[src/rtl/bitop_pkg.sv]
package bitop_pkg;

  typedef enum logic [2:0] {
    S_IDLE, S_OPND, S_DISP, S_TEST, S_LRD, S_LDUM, S_LWR, S_DONE
  } bitop_state_t;

  typedef struct packed {
    logic       legal;
    logic       is_test;
    logic       polarity;
    logic [2:0] idx;
  } bitop_dec_t;

  // Force one bit of a byte to a given value.
  function automatic logic [7:0] f_force_bit(input logic [7:0] b,
                                             input logic [2:0] idx,
                                             input logic       val);
    logic [7:0] m;
    m = 8'h01 << idx;
    return val ? (b | m) : (b & ~m);
  endfunction

  // True when bit idx of b equals the wanted polarity.
  function automatic logic f_bit_hit(input logic [7:0] b,
                                     input logic [2:0] idx,
                                     input logic       want);
    return b[idx] == want;
  endfunction

endpackage

[src/rtl/bitop_decode.sv]
module bitop_decode
  import bitop_pkg::*;
(
  input  logic [7:0] opcode,
  output bitop_dec_t dec
);
  always_comb begin
    dec.legal    = (opcode[2:0] == 3'b111);
    dec.is_test  = opcode[3];
    dec.polarity = opcode[7];
    dec.idx      = opcode[6:4];
  end
endmodule

[src/rtl/bitop_alu.sv]
module bitop_alu
  import bitop_pkg::*;
#(
  parameter int ADDR_W = 16
) (
  input  logic [7:0]        mod_byte,
  input  logic [7:0]        test_byte,
  input  logic [2:0]        idx,
  input  logic              polarity,
  input  logic [ADDR_W-1:0] pc_after,
  input  logic [7:0]        disp,
  output logic [7:0]        new_byte,
  output logic              taken,
  output logic [ADDR_W-1:0] target
);
  localparam int EXT_W = ADDR_W - 8;

  function automatic logic [ADDR_W-1:0] f_rel(input logic [ADDR_W-1:0] base,
                                              input logic [7:0] d);
    return base + {{EXT_W{d[7]}}, d};
  endfunction

  assign new_byte = f_force_bit(mod_byte, idx, polarity);
  assign taken    = f_bit_hit(test_byte, idx, polarity);
  assign target   = f_rel(pc_after, disp);
endmodule

[src/rtl/bitop_seq.sv]
module bitop_seq
  import bitop_pkg::*;
#(
  parameter int ADDR_W = 16
) (
  input  logic              clk,
  input  logic              rst_n,
  input  logic              start,
  input  bitop_dec_t        dec_in,
  input  logic [ADDR_W-1:0] pc_in,
  input  logic [7:0]        rdata,
  input  logic [7:0]        new_byte,
  input  logic              taken,
  input  logic [ADDR_W-1:0] target,
  output logic [7:0]        data_q,
  output logic [7:0]        disp_q,
  output logic [2:0]        idx_q,
  output logic              pol_q,
  output logic [ADDR_W-1:0] pc_q,
  output logic [ADDR_W-1:0] addr,
  output logic              rd_en,
  output logic              wr_en,
  output logic [7:0]        wdata,
  output logic              lock_n,
  output logic              done,
  output logic              err
);
  localparam int PAGE_W = ADDR_W - 8;

  bitop_state_t state;
  logic         test_q;
  logic [7:0]   zp_q;
  logic         err_q;

  // Named phase events for the assertions.
  logic fetch_phase, rmw_phase, zp_phase;
  assign fetch_phase = (state == S_OPND) || (state == S_DISP);
  assign rmw_phase   = (state == S_LRD) || (state == S_LDUM) || (state == S_LWR);
  assign zp_phase    = rmw_phase || (state == S_TEST);

  always_ff @(posedge clk or negedge rst_n) begin
    if (!rst_n) begin
      state  <= S_IDLE;
      pc_q   <= '0;
      zp_q   <= '0;
      disp_q <= '0;
      data_q <= '0;
      test_q <= 1'b0;
      pol_q  <= 1'b0;
      idx_q  <= '0;
      err_q  <= 1'b0;
    end else begin
      err_q <= 1'b0;
      unique case (state)
        S_IDLE: if (start) begin
          if (dec_in.legal) begin
            test_q <= dec_in.is_test;
            pol_q  <= dec_in.polarity;
            idx_q  <= dec_in.idx;
            pc_q   <= pc_in;
            state  <= S_OPND;
          end else begin
            err_q <= 1'b1;
          end
        end
        S_OPND: begin
          zp_q  <= rdata;
          pc_q  <= pc_q + ADDR_W'(1);
          state <= test_q ? S_DISP : S_LRD;
        end
        S_DISP: begin
          disp_q <= rdata;
          pc_q   <= pc_q + ADDR_W'(1);
          state  <= S_TEST;
        end
        S_TEST: begin
          if (taken) pc_q <= target;
          state <= S_DONE;
        end
        S_LRD: begin
          data_q <= rdata;
          state  <= S_LDUM;
        end
        S_LDUM: state <= S_LWR;
        S_LWR:  state <= S_DONE;
        S_DONE: state <= S_IDLE;
        default: state <= S_IDLE;
      endcase
    end
  end

  always_comb begin
    addr   = zp_phase ? {{PAGE_W{1'b0}}, zp_q} : pc_q;
    rd_en  = fetch_phase || (state == S_TEST) || (state == S_LRD) || (state == S_LDUM);
    wr_en  = (state == S_LWR);
    wdata  = new_byte;
    lock_n = !rmw_phase;
    done   = (state == S_DONE);
    err    = err_q;
  end

  // the write closes a locked run of two reads at the same address
  a_r4_write_after_locked_reads: assert property (@(posedge clk) disable iff (!rst_n)
    wr_en |-> (!lock_n && $past(!lock_n) && $past(!lock_n, 2) && $past(rd_en)
               && $past(addr) == addr));

  // every locked cycle targets page zero
  a_r4_lock_in_page_zero: assert property (@(posedge clk) disable iff (!rst_n)
    !lock_n |-> (addr[ADDR_W-1:8] == '0));

  // done is a single-cycle pulse with no bus activity
  a_r5_done_pulse: assert property (@(posedge clk) disable iff (!rst_n)
    done |-> (!rd_en && !wr_en && lock_n) ##1 !done);

  // an error cycle is quiet on the bus
  a_r10_err_quiet: assert property (@(posedge clk) disable iff (!rst_n)
    err |-> (!rd_en && !wr_en && !done && lock_n));

  // each operand fetch advances the program counter by one
  a_r9_pc_step: assert property (@(posedge clk) disable iff (!rst_n)
    fetch_phase |=> (pc_q == $past(pc_q) + ADDR_W'(1)));

  // reads and writes never overlap
  a_r4_no_rd_wr_overlap: assert property (@(posedge clk) disable iff (!rst_n)
    !(rd_en && wr_en));
endmodule

[src/rtl/bitop_unit.sv]
module bitop_unit
  import bitop_pkg::*;
#(
  parameter int ADDR_W = 16
) (
  input  logic              clk,
  input  logic              rst_n,
  input  logic              start,
  input  logic [7:0]        opcode,
  input  logic [ADDR_W-1:0] pc_in,
  input  logic [7:0]        rdata,
  output logic [ADDR_W-1:0] addr,
  output logic              rd_en,
  output logic              wr_en,
  output logic [7:0]        wdata,
  output logic              lock_n,
  output logic [ADDR_W-1:0] pc_out,
  output logic              done,
  output logic              err
);
  bitop_dec_t        dec;
  logic [7:0]        data_q, disp_q, new_byte;
  logic [2:0]        idx_q;
  logic              pol_q, taken;
  logic [ADDR_W-1:0] pc_q, target;

  bitop_decode u_dec (.opcode(opcode), .dec(dec));

  bitop_alu #(.ADDR_W(ADDR_W)) u_alu (
    .mod_byte(data_q), .test_byte(rdata), .idx(idx_q), .polarity(pol_q),
    .pc_after(pc_q), .disp(disp_q), .new_byte(new_byte), .taken(taken),
    .target(target)
  );

  bitop_seq #(.ADDR_W(ADDR_W)) u_seq (
    .clk(clk), .rst_n(rst_n), .start(start), .dec_in(dec), .pc_in(pc_in),
    .rdata(rdata), .new_byte(new_byte), .taken(taken), .target(target),
    .data_q(data_q), .disp_q(disp_q), .idx_q(idx_q), .pol_q(pol_q), .pc_q(pc_q),
    .addr(addr), .rd_en(rd_en), .wr_en(wr_en), .wdata(wdata), .lock_n(lock_n),
    .done(done), .err(err)
  );

  assign pc_out = pc_q;
endmodule

[config.mk]
export PLATFORM = sky130hd
export DESIGN_NAME = bitop_unit
export DESIGN_NICKNAME = d
export VERILOG_FILES = /design/src/rtl/bitop_pkg.sv /design/src/rtl/bitop_decode.sv /design/src/rtl/bitop_alu.sv /design/src/rtl/bitop_seq.sv /design/src/rtl/bitop_unit.sv
export SDC_FILE = /design/constraint.sdc
export NUM_CORES = 1
export LEC_CHECK = 0
export CORE_ASPECT_RATIO = 0.7
export CORE_MARGIN = 3
export CORE_UTILIZATION = 56
export CTS_CLUSTER_SIZE = 28
export DETAILED_ROUTE_END_ITERATION = 12
export GPL_TIMING_DRIVEN = 0
export PLACE_DENSITY = 0.9
export RECOVER_POWER = 50
export SLEW_MARGIN = 20
export SYNTH_ARGS = -nofsm -noshare
export SYNTH_HDL_FRONTEND = slang
export SYNTH_HIERARCHICAL = 1
export SYNTH_SLANG_ARGS = --single-unit
[constraint.sdc]
create_clock -name clk -period 6.4 [get_ports clk]
set_input_delay 1.28 -clock clk [delete_from_list [all_inputs] [get_ports clk]]
set_output_delay 1.28 -clock clk [all_outputs]
set_load 0.1 [all_outputs]
After elaboration in Yosys (flattened, before gate mapping)
Cells that the tools add are included.
{"block": "classes", "order_cmp": 1, "eq_ne": 12, "add_sub_neg": 2, "n_reduce_logical": 15, "n_shift": 1, "n_bitwise": 3, "mux": 15}
{"op": "$mux 16", "n": 4}
{"op": "$pmux 16 s3", "n": 1}
{"op": "$pmux 3 s7", "n": 1}
{"op": "$add 16x1->16 const B", "n": 1}
{"op": "$add 16x16->16", "n": 1}
{"op": "$eq 3x3->1 const B", "n": 5}
{"op": "$mux 3", "n": 3}
{"op": "$and 8x8->8", "n": 1}
{"op": "$mux 8", "n": 1}
{"op": "$not 8->8", "n": 1}
{"op": "$or 8x8->8", "n": 1}
{"op": "$shl 1x3->8 const A", "n": 1}
{"op": "$logic_or 1x1->1", "n": 7}
{"op": "$eq 3x2->1 const B", "n": 2}
{"op": "$ne 2x2->1 const B", "n": 3}
{"op": "$lt 3x4->1 const B", "n": 1}
{"op": "$mux 1", "n": 4}
{"op": "$reduce_and 4->1", "n": 1}
{"op": "$reduce_or 2->1", "n": 2}
{"op": "$bmux 1 s3", "n": 1}
{"op": "$eq 3x1->1 const B", "n": 1}
{"op": "$logic_not 3->1", "n": 1}
{"op": "$reduce_and 3->1", "n": 1}
{"op": "$reduce_bool 3->1", "n": 1}
{"op": "3 further kinds", "n": 3}
{"block": "totals", "inputBits": 35, "out_inout_bits": 45, "word_cells": 58, "reg_bits": 49}

Longest topological paths before layout
{"block": "depth", "word_depth": 5, "ltp_mapped": 10, "depth_no_buf": 10}

Modules after synthesis
Netlist, hierarchy kept.
{"module": "bitop_seq", "cells_per_inst": 267, "instances": 1, "area_per_inst_um2": 2745.1}
{"module": "bitop_alu", "cells_per_inst": 136, "instances": 1, "area_per_inst_um2": 1007.2}
{"module": "bitop_decode", "cells_per_inst": 6, "instances": 1, "area_per_inst_um2": 43.8}

Worst setup path after synthesis
OpenSTA, ideal clock, no wires.
{"block": "synth_path", "kind": "flip-flop to output port", "startpoint": "reg u_seq.state[2]", "endpoint": "out rd_en", "arrival_time_ns": 2.400, "path_slack_ns": 2.720, "stages_incl_launch_ff": 5, "required_ns": 5.120, "path_cell_list": "dfrtp_1 > buf_2 > clkbuf_1 > nor3_1 > a21oi_1"}
{"block": "synth_between", "elab_chain_cells": 5, "elab_cells_between_ends": 9, "cone_classes": "eq/ne (5); reduce/logical (4)"}
{"item": "start: declaration", "line_no": "bitop_seq.sv:30", "text": "bitop_state_t state;"}
{"item": "start signal: assignment", "line_no": "bitop_seq.sv:69", "text": "state <= test_q ? S_DISP : S_LRD;"}
{"item": "$eq 3x1->1 or $eq 3x2->1 (tied branches)", "line_no": "bitop_seq.sv:37", "text": "assign fetch_phase = (state == S_OPND) || (state == S_DISP);"}
{"item": "$logic_or 1x1->1", "line_no": "bitop_seq.sv:37"}
{"item": "$logic_or 1x1->1 (2 in a row)", "line_no": "bitop_seq.sv:94", "text": "rd_en = fetch_phase || (state == S_TEST) || (state == S_LRD) || (state == S_LDUM);"}
{"item": "$logic_or 1x1->1 (*)", "line_no": "bitop_seq.sv:94"}
{"item": "end: declaration", "line_no": "bitop_unit.sv:13", "text": "output logic rd_en,"}
Every way passes the cells marked *; elsewhere a longest branch is shown, timed or not.

Worst setup path after layout
{"block": "layout_path", "startpoint": "reg u_seq.state[0]", "endpoint": "out addr[0]"}
{"block": "layout_between", "elab_chain_cells": 5, "elab_cells_between_ends": 8, "cone_classes": "eq/ne (4); mux (1); reduce/logical (3)"}
{"item": "$eq 3x3->1", "line_no": "bitop_seq.sv:38", "text": "assign rmw_phase = (state == S_LRD) || (state == S_LDUM) || (state == S_LWR);"}
{"item": "$logic_or 1x1->1 (2 in a row)", "line_no": "bitop_seq.sv:38"}
{"item": "$logic_or 1x1->1 (*)", "line_no": "bitop_seq.sv:39", "text": "assign zp_phase = rmw_phase || (state == S_TEST);"}
{"item": "$mux 16 (*)", "line_no": "bitop_seq.sv:93", "text": "addr = zp_phase ? {{PAGE_W{1'b0}}, zp_q} : pc_q;"}
{"item": "end: declaration", "line_no": "bitop_unit.sv:12", "text": "output logic [ADDR_W-1:0] addr,"}
Marked as above.

==> metrics <==
Worst Max-Slew Pin Slew 1.639 ns; Final Hold Violating Endpoints 0; Synth Area per Inst 9.282 um2; number of synthesized register bits 49; library cell used as clock root buffer clkbuf_8; class of the most critical setup path reg2out; source-to-sink clock delay at the later pin of the worst-skew pair 0.31 ns; share of layout cells above drive strength 1 17.85%; CTS-repair resized insts 0; maximum achievable frequency 220.2 MHz; total wire length after detailed routing 11280 um; number of warnings reported in the yosys synthesis log 6; worst-path cell chain clkbuf_1 -> and2_4 -> buf_6 -> nand2b_1 -> and2_1 -> buf_2 -> mux2_2 -> clkdlybuf4s50_1; initial detailed-routing violation count 348; number of instances in the synthesized netlist 409; synth-to-layout area growth 24.72%; Synth Net Count 461; number of antenna violations at the first check in global routing 0; count of flip-flops with a built-in enable after synthesis 0; via count of the first global-routing pass 3483; proportion of register bits with asynchronous set or reset after synthesis 100.0%; Initial DRT Pass Iterations 8; data arrival time of the critical path 3.26 ns; violated checks max-capacitance violations, max-slew violations; GPL Wtd Cong 0.9521; number of design rule violations left after detail routing 0; H-tree depth reported by CTS 2; CTS hold repair buffers 0; Clock Path Buffers 2; highest-count cells in the layout ignoring fill and taps 72 x clkdlybuf4s50_1, 49 x dfrtp_1, 40 x mux2_2; final total negative setup slack 0 ns; CP bufs+invs 4; mapped cell area 3796 um2; placeable core region 6396 um2; minimum setup slack after placement 2.388 ns; startpoint kind of the worst setup timing path register; setup clock skew after layout 0.008425 ns; clock-pin transition on the worst setup and hold timing paths 0.10 ns; Top FF cell, synth dfrtp_1; Die Height 74.89 um; critical path's slowest cell clkdlybuf4s50_1; number of diodes added for antenna fixing 0; Slew HR -9.261%; critical path's top delay family buffers and inverters; GRT Util Overall 29.00%; number of antenna-violating nets in the routed design 0; data required time of the critical path 5.12 ns; I/O pins 80; portion of the post-synthesis area used by sequential elements 32.30%; total congestion overflow 0; fin crit share 70.94%; average via count per standard cell 6.368; minimum clock period 4.540 ns; Initial Utilization 59.35%; Detailed Place HPWL 8604 um; clock tree from TritonCTS done; Slowest Stage Delay on Critical Path 1.13 ns; final critical-path setup slack 1.860 ns; unrepaired setup endpoints after global routing false; result of the run complete, but fails checks; routed length per placed instance 19.31 um; Tightest Hold Check Type reg2reg; input/output buffers 74; hold slack final 0.5120 ns; capturing element type of the critical path output port; number of nets at the end of the flow 544; floorplan die width 104.4 um; number of maximum-capacitance violations 1; pin count of the biggest net entering global routing 31; number of distinct library cells after synthesis 68; cell row count 24; # clock sinks 49; Max Slew Vio Count 31; wire length of the first global-routing pass 18020 um; vias after detailed routing 3719; number of buffers added by the clock tree synthesis step 5; most common cell after layout, fill and taps aside clkdlybuf4s50_1; Setup Fix Bufs, Post-CTS 0; final setup violation count 0; area of the die 7818 um2; biggest fanout along the worst timing path 9
## sequential cells by signal, summed over array words and instances, names as in the netlist
signal	cells
u_seq/pc_q	16
u_seq/data_q	8
u_seq/disp_q	8
u_seq/zp_q	8
u_seq/idx_q	3
u_seq/state	3
u_seq/err	1
u_seq/pol_q	1
u_seq/test_q	1
## synthesized netlist by cell type, drive strengths merged (10+ instances only)
library cell / number / share of area, %
nand2: 28 / 2.8
o21ai: 26 / 3.4
nand3: 13 / 1.7
o22ai: 10 / 1.6
nor3: 10 / 1.5
a21oi: 34 / 4.6
nor2: 32 / 3.7
mux2: 45 / 14
and3: 17 / 2.8
xor2: 11 / 2.5
buf: 25 / 4.6
dfrtp: 49 / 32
inv: 11 / 1.1
ha: 16 / 5.3
## area by class of cell
class	instances	area, um2
Multi-Input combinational cell	316	2313
Fill cell	460	1662
Sequential cell	49	1226
Timing Repair Buffer	76	742.0
Buffer	33	201.4
Tap cell	91	113.9
Clock buffer	6	82.58
Inverter	11	41.29
Clock inverter	2	13.76
## kinds of logic after synthesis
group                    after synthesis  share of synthesized area (%)
AO/OA/AOI/OAI                        113                          19.45
buffers and inverters                 44                          6.493
adder cells (fa/ha/maj)               17                          5.801
flip-flops                            49                          32.30
AND/OR/NAND/NOR                      120                          16.48
XOR/XNOR                              17                          3.922
multiplexers                          49                          15.56
## through the flow
| stage | instance area [um2] | instances | utilization [%] |
|---|---|---|---|
| floorplan | 3796 | 409 | - |
| global placement | 4651 | 574 | 72.71 |
| detailed placement | 4693 | 576 | 73.38 |
| CTS | 4790 | 584 | 74.88 |
| global route | 4735 | 584 | 74.02 |
| finish | 4735 | 584 | 74.02 |
## path summary, 6_finish.rpt
kind / from / end / slack, ns / depth (start not counted)
max: u_seq/state[0] / addr[0] / 1.86 / 8
min: u_seq/data_q[7] / u_seq/data_q[7] / 0.51 / 1
max reg2reg: u_seq/pc_q[0] / u_seq/pc_q[6] / 3.51 / 10
min reg2reg: u_seq/data_q[7] / u_seq/data_q[7] / 0.51 / 1
max in group asynchronous: rst_n / u_seq/zp_q[3] / 3.23 / 3
min in group asynchronous: rst_n / u_seq/data_q[5] / 0.74 / 1
## per-layer routing
layer / vias up / routed length [um] / GRT usage (%)
li1: 1677 / - / -
met1: 1780 / 4859 / 42.77
met2: 237 / 4982 / 45.42
met3: 25 / 1294 / 5.998
met4: 0 / 142 / 4.572
met5: - / 0 / 0
Power is not shown: default switching activity piles up to over one toggle a cycle in this logic, so the estimate is an artifact.
